--- src/rtl/np_sel_pkg.sv ---
package np_sel_pkg;
    localparam int LVL_W  = 3;
    localparam int CODE_W = 2;

    typedef logic signed [LVL_W-1:0] lvl_t;
    typedef logic [CODE_W-1:0]       code_t;

    localparam lvl_t  LVL_HALF_POS = lvl_t'(1);
    localparam lvl_t  LVL_HALF_NEG = lvl_t'(-1);
    localparam code_t FIXED_CODE   = '0;

    typedef enum logic [1:0] {
        CMP_EVEN  = 2'd0,
        CMP_UPPER = 2'd1,
        CMP_LOWER = 2'd2
    } cmp_t;

    typedef struct packed {
        lvl_t  lvl;
        code_t code;
    } mod_state_t;

    function automatic cmp_t decode_cmp(input logic up_hi, input logic lo_hi);
        if (up_hi && !lo_hi)      return CMP_UPPER;
        else if (lo_hi && !up_hi) return CMP_LOWER;
        else                      return CMP_EVEN;
    endfunction

    // Low bit of the redundant code: 1 selects the alternate capacitor path
    function automatic logic alt_path(input cmp_t c, input logic cur_pos);
        return (c == CMP_UPPER) == cur_pos;
    endfunction
endpackage

--- src/rtl/np_cmp_decode.sv ---
module np_cmp_decode
    import np_sel_pkg::*;
(
    input  logic c1_high,
    input  logic c2_high,
    input  logic i_pos,
    output logic decisive,
    output logic alt
);
    cmp_t cmp;

    always_comb begin
        cmp      = decode_cmp(c1_high, c2_high);
        decisive = (cmp != CMP_EVEN);
        alt      = alt_path(cmp, i_pos);
    end
endmodule

--- src/rtl/np_hold_reg.sv ---
module np_hold_reg
    import np_sel_pkg::*;
#(
    parameter logic  PREFIX     = 1'b0,
    parameter lvl_t  HOLD_LVL   = LVL_HALF_POS,
    parameter code_t RESET_CODE = 2'b00
) (
    input  logic  clk,
    input  logic  rst,
    input  lvl_t  lvl,
    input  logic  decisive,
    input  logic  alt,
    output code_t code_q
);
    logic reload;

    assign reload = (lvl != HOLD_LVL) && decisive;

    always_ff @(posedge clk) begin
        if (rst)
            code_q <= RESET_CODE;
        else if (reload)
            code_q <= {PREFIX, alt};
    end


    reset_code_chk: assert property (@(posedge clk) rst |=> code_q == RESET_CODE);


    hold_in_use_chk: assert property (@(posedge clk) disable iff (rst)
        (lvl == HOLD_LVL) |=> $stable(code_q));


    hold_even_chk: assert property (@(posedge clk) disable iff (rst)
        !decisive |=> $stable(code_q));


    prefix_fixed_chk: assert property (@(posedge clk) disable iff (rst)
        code_q[1] == PREFIX);


    reload_take_chk: assert property (@(posedge clk) disable iff (rst)
        ((lvl != HOLD_LVL) && decisive) |=> code_q[0] == $past(alt));
endmodule

--- src/rtl/np_state_mux.sv ---
module np_state_mux
    import np_sel_pkg::*;
(
    input  lvl_t       lvl,
    input  code_t      sp,
    input  code_t      sn,
    output mod_state_t st
);
    always_comb begin
        st.lvl = lvl;
        unique case (lvl)
            LVL_HALF_POS: st.code = sp;
            LVL_HALF_NEG: st.code = sn;
            default:      st.code = FIXED_CODE;
        endcase
    end
endmodule

--- src/rtl/np_balance_sel.sv ---
module np_balance_sel
    import np_sel_pkg::*;
(
    input  logic             clk,
    input  logic             rst,
    input  logic [LVL_W-1:0] lvl_cmd,
    input  logic             i_pos,
    input  logic             c1_high,
    input  logic             c2_high,
    output logic [CODE_W-1:0] sp_code,
    output logic [CODE_W-1:0] sn_code,
    output logic [LVL_W-1:0] state_lvl,
    output logic [CODE_W-1:0] state_code
);
    localparam int NREG = 2;

    lvl_t       lvl;
    logic       decisive;
    logic       alt;
    code_t      codes [NREG];
    mod_state_t st;

    assign lvl = lvl_t'(lvl_cmd);

    np_cmp_decode u_cmp (
        .c1_high (c1_high),
        .c2_high (c2_high),
        .i_pos   (i_pos),
        .decisive(decisive),
        .alt     (alt)
    );

    // index 0: positive half level, index 1: negative half level
    for (genvar g = 0; g < NREG; g++) begin : g_hold
        np_hold_reg #(
            .PREFIX    (g == 1),
            .HOLD_LVL  ((g == 0) ? LVL_HALF_POS : LVL_HALF_NEG),
            .RESET_CODE((g == 0) ? code_t'(2'b00) : code_t'(2'b10))
        ) u_hold (
            .clk     (clk),
            .rst     (rst),
            .lvl     (lvl),
            .decisive(decisive),
            .alt     (alt),
            .code_q  (codes[g])
        );
    end

    np_state_mux u_mux (
        .lvl(lvl),
        .sp (codes[0]),
        .sn (codes[1]),
        .st (st)
    );

    assign sp_code    = codes[0];
    assign sn_code    = codes[1];
    assign state_lvl  = st.lvl;
    assign state_code = st.code;


    half_pos_route_chk: assert property (@(posedge clk) disable iff (rst)
        (lvl == LVL_HALF_POS) |-> state_code == sp_code);


    half_neg_route_chk: assert property (@(posedge clk) disable iff (rst)
        (lvl == LVL_HALF_NEG) |-> state_code == sn_code);


    fixed_code_chk: assert property (@(posedge clk) disable iff (rst)
        (lvl != LVL_HALF_POS && lvl != LVL_HALF_NEG) |-> state_code == FIXED_CODE);


    lvl_echo_chk: assert property (@(posedge clk) state_lvl == lvl_cmd);
endmodule

--- config.mk ---
export PLATFORM = sky130hd
export DESIGN_NAME = np_balance_sel
export DESIGN_NICKNAME = d
export VERILOG_FILES = /design/src/rtl/np_sel_pkg.sv /design/src/rtl/np_cmp_decode.sv /design/src/rtl/np_hold_reg.sv /design/src/rtl/np_state_mux.sv /design/src/rtl/np_balance_sel.sv
export SDC_FILE = /design/constraint.sdc
export NUM_CORES = 1
export LEC_CHECK = 0
export BUFFER_PORTS_ARGS = -buffer_cell sky130_fd_sc_hd__buf_2
export CORE_AREA = 2 2 39 41
export CTS_CLUSTER_SIZE = 28
export DETAILED_ROUTE_END_ITERATION = 6
export DIE_AREA = 0 0 41 43
export HOLD_SLACK_MARGIN = 0.06
export PLACE_DENSITY = 0.48
export SYNTH_ARGS = -nofsm -noshare
export SYNTH_HDL_FRONTEND = slang
export SYNTH_HIERARCHICAL = 1
export SYNTH_SLANG_ARGS = --single-unit
--- constraint.sdc ---
create_clock -name clk -period 0.9 [get_ports clk]
set_input_delay 0.18 -clock clk [delete_from_list [all_inputs] [get_ports clk]]
set_output_delay 0.18 -clock clk [all_outputs]
set_load 0.01 [all_outputs]
---- Yosys cells after proc, flatten, opt, wreduce, memory -nomap -nowiden ----
Index checks and enable logic that the tools add are counted.
storage, ports and cells
  logic and storage cells ................. 18
  input port bits ......................... 8
  output and inout port bits .............. 9
  flip-flop bits (word level) ............. 2
operators by class
  eq/ne operators ......................... 6
  muxes and demuxes ....................... 3
  reduce and logical (&&, ||, !) cells .... 7
operators with widths
  cell                                                                      count
  1-bit logical AND                                                         4
  2-bit two-way mux                                                         2
  2-bit one-hot mux with 2 select lines                                     1
  3-bit by 1-bit equality test with 1-bit output (second input constant)    1
  3-bit equality test (second input constant)                               1
  3-bit by 1-bit inequality test with 1-bit output (second input constant)  1
  3-bit by 2-bit inequality test with 1-bit output (second input constant)  1
  2-bit by 1-bit equality test with 1-bit output (second input constant)    1
  1-bit logical NOT                                                         2
  2-bit nonzero test                                                        1
  1-bit equality test                                                       1

---- Depth between registers and ports, before layout ----
  depth in word-level cells ............... 6
  depth in mapped cells ................... 6
  depth with buffers taken out ............ 6

---- By module ----
Netlist, hierarchy kept.
modules (own cells, without submodules)
  module                          area each (um^2)  cells each  times used  seq. area each (um^2)
  np_hold_reg (g_hold[0].u_hold)  68.8              8           1           20.0
  np_hold_reg (g_hold[1].u_hold)  60.1              7           1           20.0
  np_state_mux                    57.6              9           1           0.0
  np_cmp_decode                   28.8              4           1           0.0

---- Worst setup path before layout ----
Ideal clock, no wire load.
  kind .................................... register -> output
  start ................................... register g_hold[0].u_hold.code_q[0]
  end ..................................... output port state_code[0]
  required time ........................... 0.720 ns
  stages on the path, launching flop included .. 3
  path buffers ............................ 0
  data arrival time ....................... 0.767 ns
  path slack .............................. -0.047 ns
  path through ............................ dfxtp_1 -> nand2_1 -> o31ai_1
between the ends
  word-level cells in the longest chain between the ends .. 1
RTL lines
  element                                RTL line              text
  from (decl)                            np_hold_reg.sv:13     output code_t code_q
  from (signal assigned)                 np_hold_reg.sv:23     code_q <= {PREFIX, alt};
  2-bit one-hot mux with 2 select lines  np_state_mux.sv:11    unique case (lvl)
  to (decl)                              np_balance_sel.sv:13  output logic [CODE_W-1:0] state_code
Every way passes these cells.

---- Worst setup path after layout ----
Same ends and word-level chain as after synthesis.

==> out/metrics.cfg <==
[outcome]
status=finished with violations
violations=setup timing

[global_route]
grt_max_degree=8
overflow=0
antenna_found_initial=0
grt_pass1_wl_um=800
grtUsageTotal_pct=7.11
grt_pass1_vias=222

[die]
dieArea_sq_um=1760
initial_core_util_pct=15.6
io_pins=17
die_w_um=41
rows=14
core_area_sq_um=1380
fp.dieH_um=43

[sta]
skew_ns=0
period_share_pct=123
fin_crit_ns=1.10
final.setup.worst_slack_ns=-0.204
finalSetupViolations=2
fmax_mhz=906
hold_viol_final=0
rsz0062_at_grt=yes
slew_violations=0

[worst_setup_path]
crit_path_end_kind=output port
slowest_stage=dfxtp_2
crit_type=register to output port
critPathArrivalTime_ns=0.92
crit_chain=nand2_1 > o31ai_2 > buf_2
critical_path.startpoint_type=register
cpPeakStageDelay_ns=0.31
crit_fanout=2
required_ns=0.72
crit_family=flip-flops
path_buf_inv=1

[final_layout]
top_regs=g_hold.u_hold/code_q: 2 flops
diodes=0
regMostFlops=g_hold.u_hold/code_q
fin_area_sq_um=319
area_growth_pct=48.3
largest_reg_flops=2
layout-drive-gt1-share_pct=61.9
finalNetCount=53
final_core_util_pct=23.1

[routing]
drcViolationCount=0
drt_iter0_drc=4
wirelength_um=525
vias=227
ant_nets=0
via_per_inst=3.91
firstDrtPassIters=4
wl_per_cell_um=9.05

[clock_network]
cts_sinks=2
cts_tree=yes
cts_buffers=3
clock_latency_ns=0.22
clockBufferDepth=2
path_clk_slew_ns=0.03
cts_htree_levels=1
post_cts_buffers=0
cts_root_buffer=clkbuf_4

[job]
cap_violations=0

[placement]
postPlaceCellArea_sq_um=288
dpl.hpwl_um=408
io_buffer_count=14
gp_congestion=0.638

[power_and_ir_drop]
power_density_nw_per_um2=1330
leakagePower_nw=0.158
peakVddDrop_mv=0.542

[logic_synthesis]
synth_compound_area_share_pct=22.1
synth-seq-cells=2
avgSynthCellArea_sq_um=7.69
yosys_warnings=6
syn_nets=37
yosys.area_share.simple_pct=23.3
yosysSeqAreaShare_pct=18.6
synthMuxAreaShare_pct=0
syn-cell-area_sq_um=215
synth_top_family_by_area=simple AND/OR/NAND/NOR gates
synth_xor_area_share_pct=4.07
synthAdderAreaFrac_pct=5.81
ys_types=15
synthCells=28

[worst_hold_path]
hold_class=input pin to register

[worst paths after layout]
path | cells after the start | slack, ns | endpoint | startpoint
worst max-delay path | 3 | -0.20 | state_code[0] | g_hold[0].u_hold/code_q[0]
worst min-delay path | 2 | 0.14 | g_hold[0].u_hold/code_q[0] | rst
worst max register to register | 2 | 0.18 | g_hold[1].u_hold/code_q[0] | g_hold[1].u_hold/code_q[0]
worst min register to register | 2 | 0.59 | g_hold[1].u_hold/code_q[0] | g_hold[1].u_hold/code_q[0]
[cell families after synthesis]
logic type	after synthesis
adder cells (fa/ha/maj)	1
AND/OR/NAND/NOR	8
buffers and inverters	8
other	2
XOR/XNOR	1
flip-flops	2
AO/OA/AOI/OAI	6
[cell usage in the layout, fill, tap and decap left out]
cell type  netlist  layout
dfxtp_2          0       2
o21ai_1          1       1
inv_1            3       2
xnor2_1          1       1
ha_1             1       1
conb_1           2       2
a21bo_1          1       1
buf_6            0       1
nand3_1          2       2
o31ai_2          0       1
buf_2            0      13
nand2_1          2       2
nor3b_2          1       1
clkbuf_4         0       3
inv_2            0       1
o31ai_1          2       1
nand3b_1         1       1
nand4_1          2       2
buf_4            5       2
a21oi_2          2       2
[what timing repair did]
action,CTS,global route
endpoints found under the setup margin,3,2
gates resized for setup,3,0
gates cloned,0,0
hold buffers,0,0
[layer usage]
metal	up-vias	global-route usage, %	routed length, um
met3	0	3.14	54
met5	-	0	0
li1	119	-	-
met2	11	10.0	226
met4	0	6.00	0
met1	97	7.64	244
[power breakdown]
group          internal [mW]  switching, mW
clock                  0.147         0.0497
sequential            0.0990        0.00515
combinational         0.0585         0.0653
[metrics by stage]
stage	worst slack [ns]	total power, mW	hold WS, ns	setup TNS, ns	cells
2_1_floorplan	0.0137	0.178	0.242	0	28
3_3_place_gp	-0.111	0.222	0.372	-0.205	55
6_report	-0.204	0.425	0.137	-0.252	58
3_5_place_dp	-0.124	0.223	0.372	-0.210	55
5_1_grt	-0.243	0.460	0.137	-0.314	58
4_1_cts	-0.235	0.443	0.126	-0.303	58
[cell usage after synthesis, drive strengths merged]
cell / instances / share of area, %
xnor2: 1 / 4.1
ha: 1 / 5.8
o21ai: 1 / 2.3
conb: 2 / 3.5
nand3b: 1 / 3.5
a21oi: 2 / 8.1
nand3: 2 / 4.7
nand4: 2 / 5.8
a21bo: 1 / 4.7
nand2: 2 / 3.5
buf: 5 / 17
dfxtp: 2 / 19
nor3b: 1 / 5.8
o31ai: 2 / 7.0
inv: 3 / 5.2
[cell type report]
type	count	area (sq um)
multi-input combinational	18	131
timing repair buffer	16	91.3
sequential	2	42.5
clock buffer	3	22.5
fill	163	1060
tap	16	20.0
inverter	3	11.3
Power figures use the tool's default switching activity.
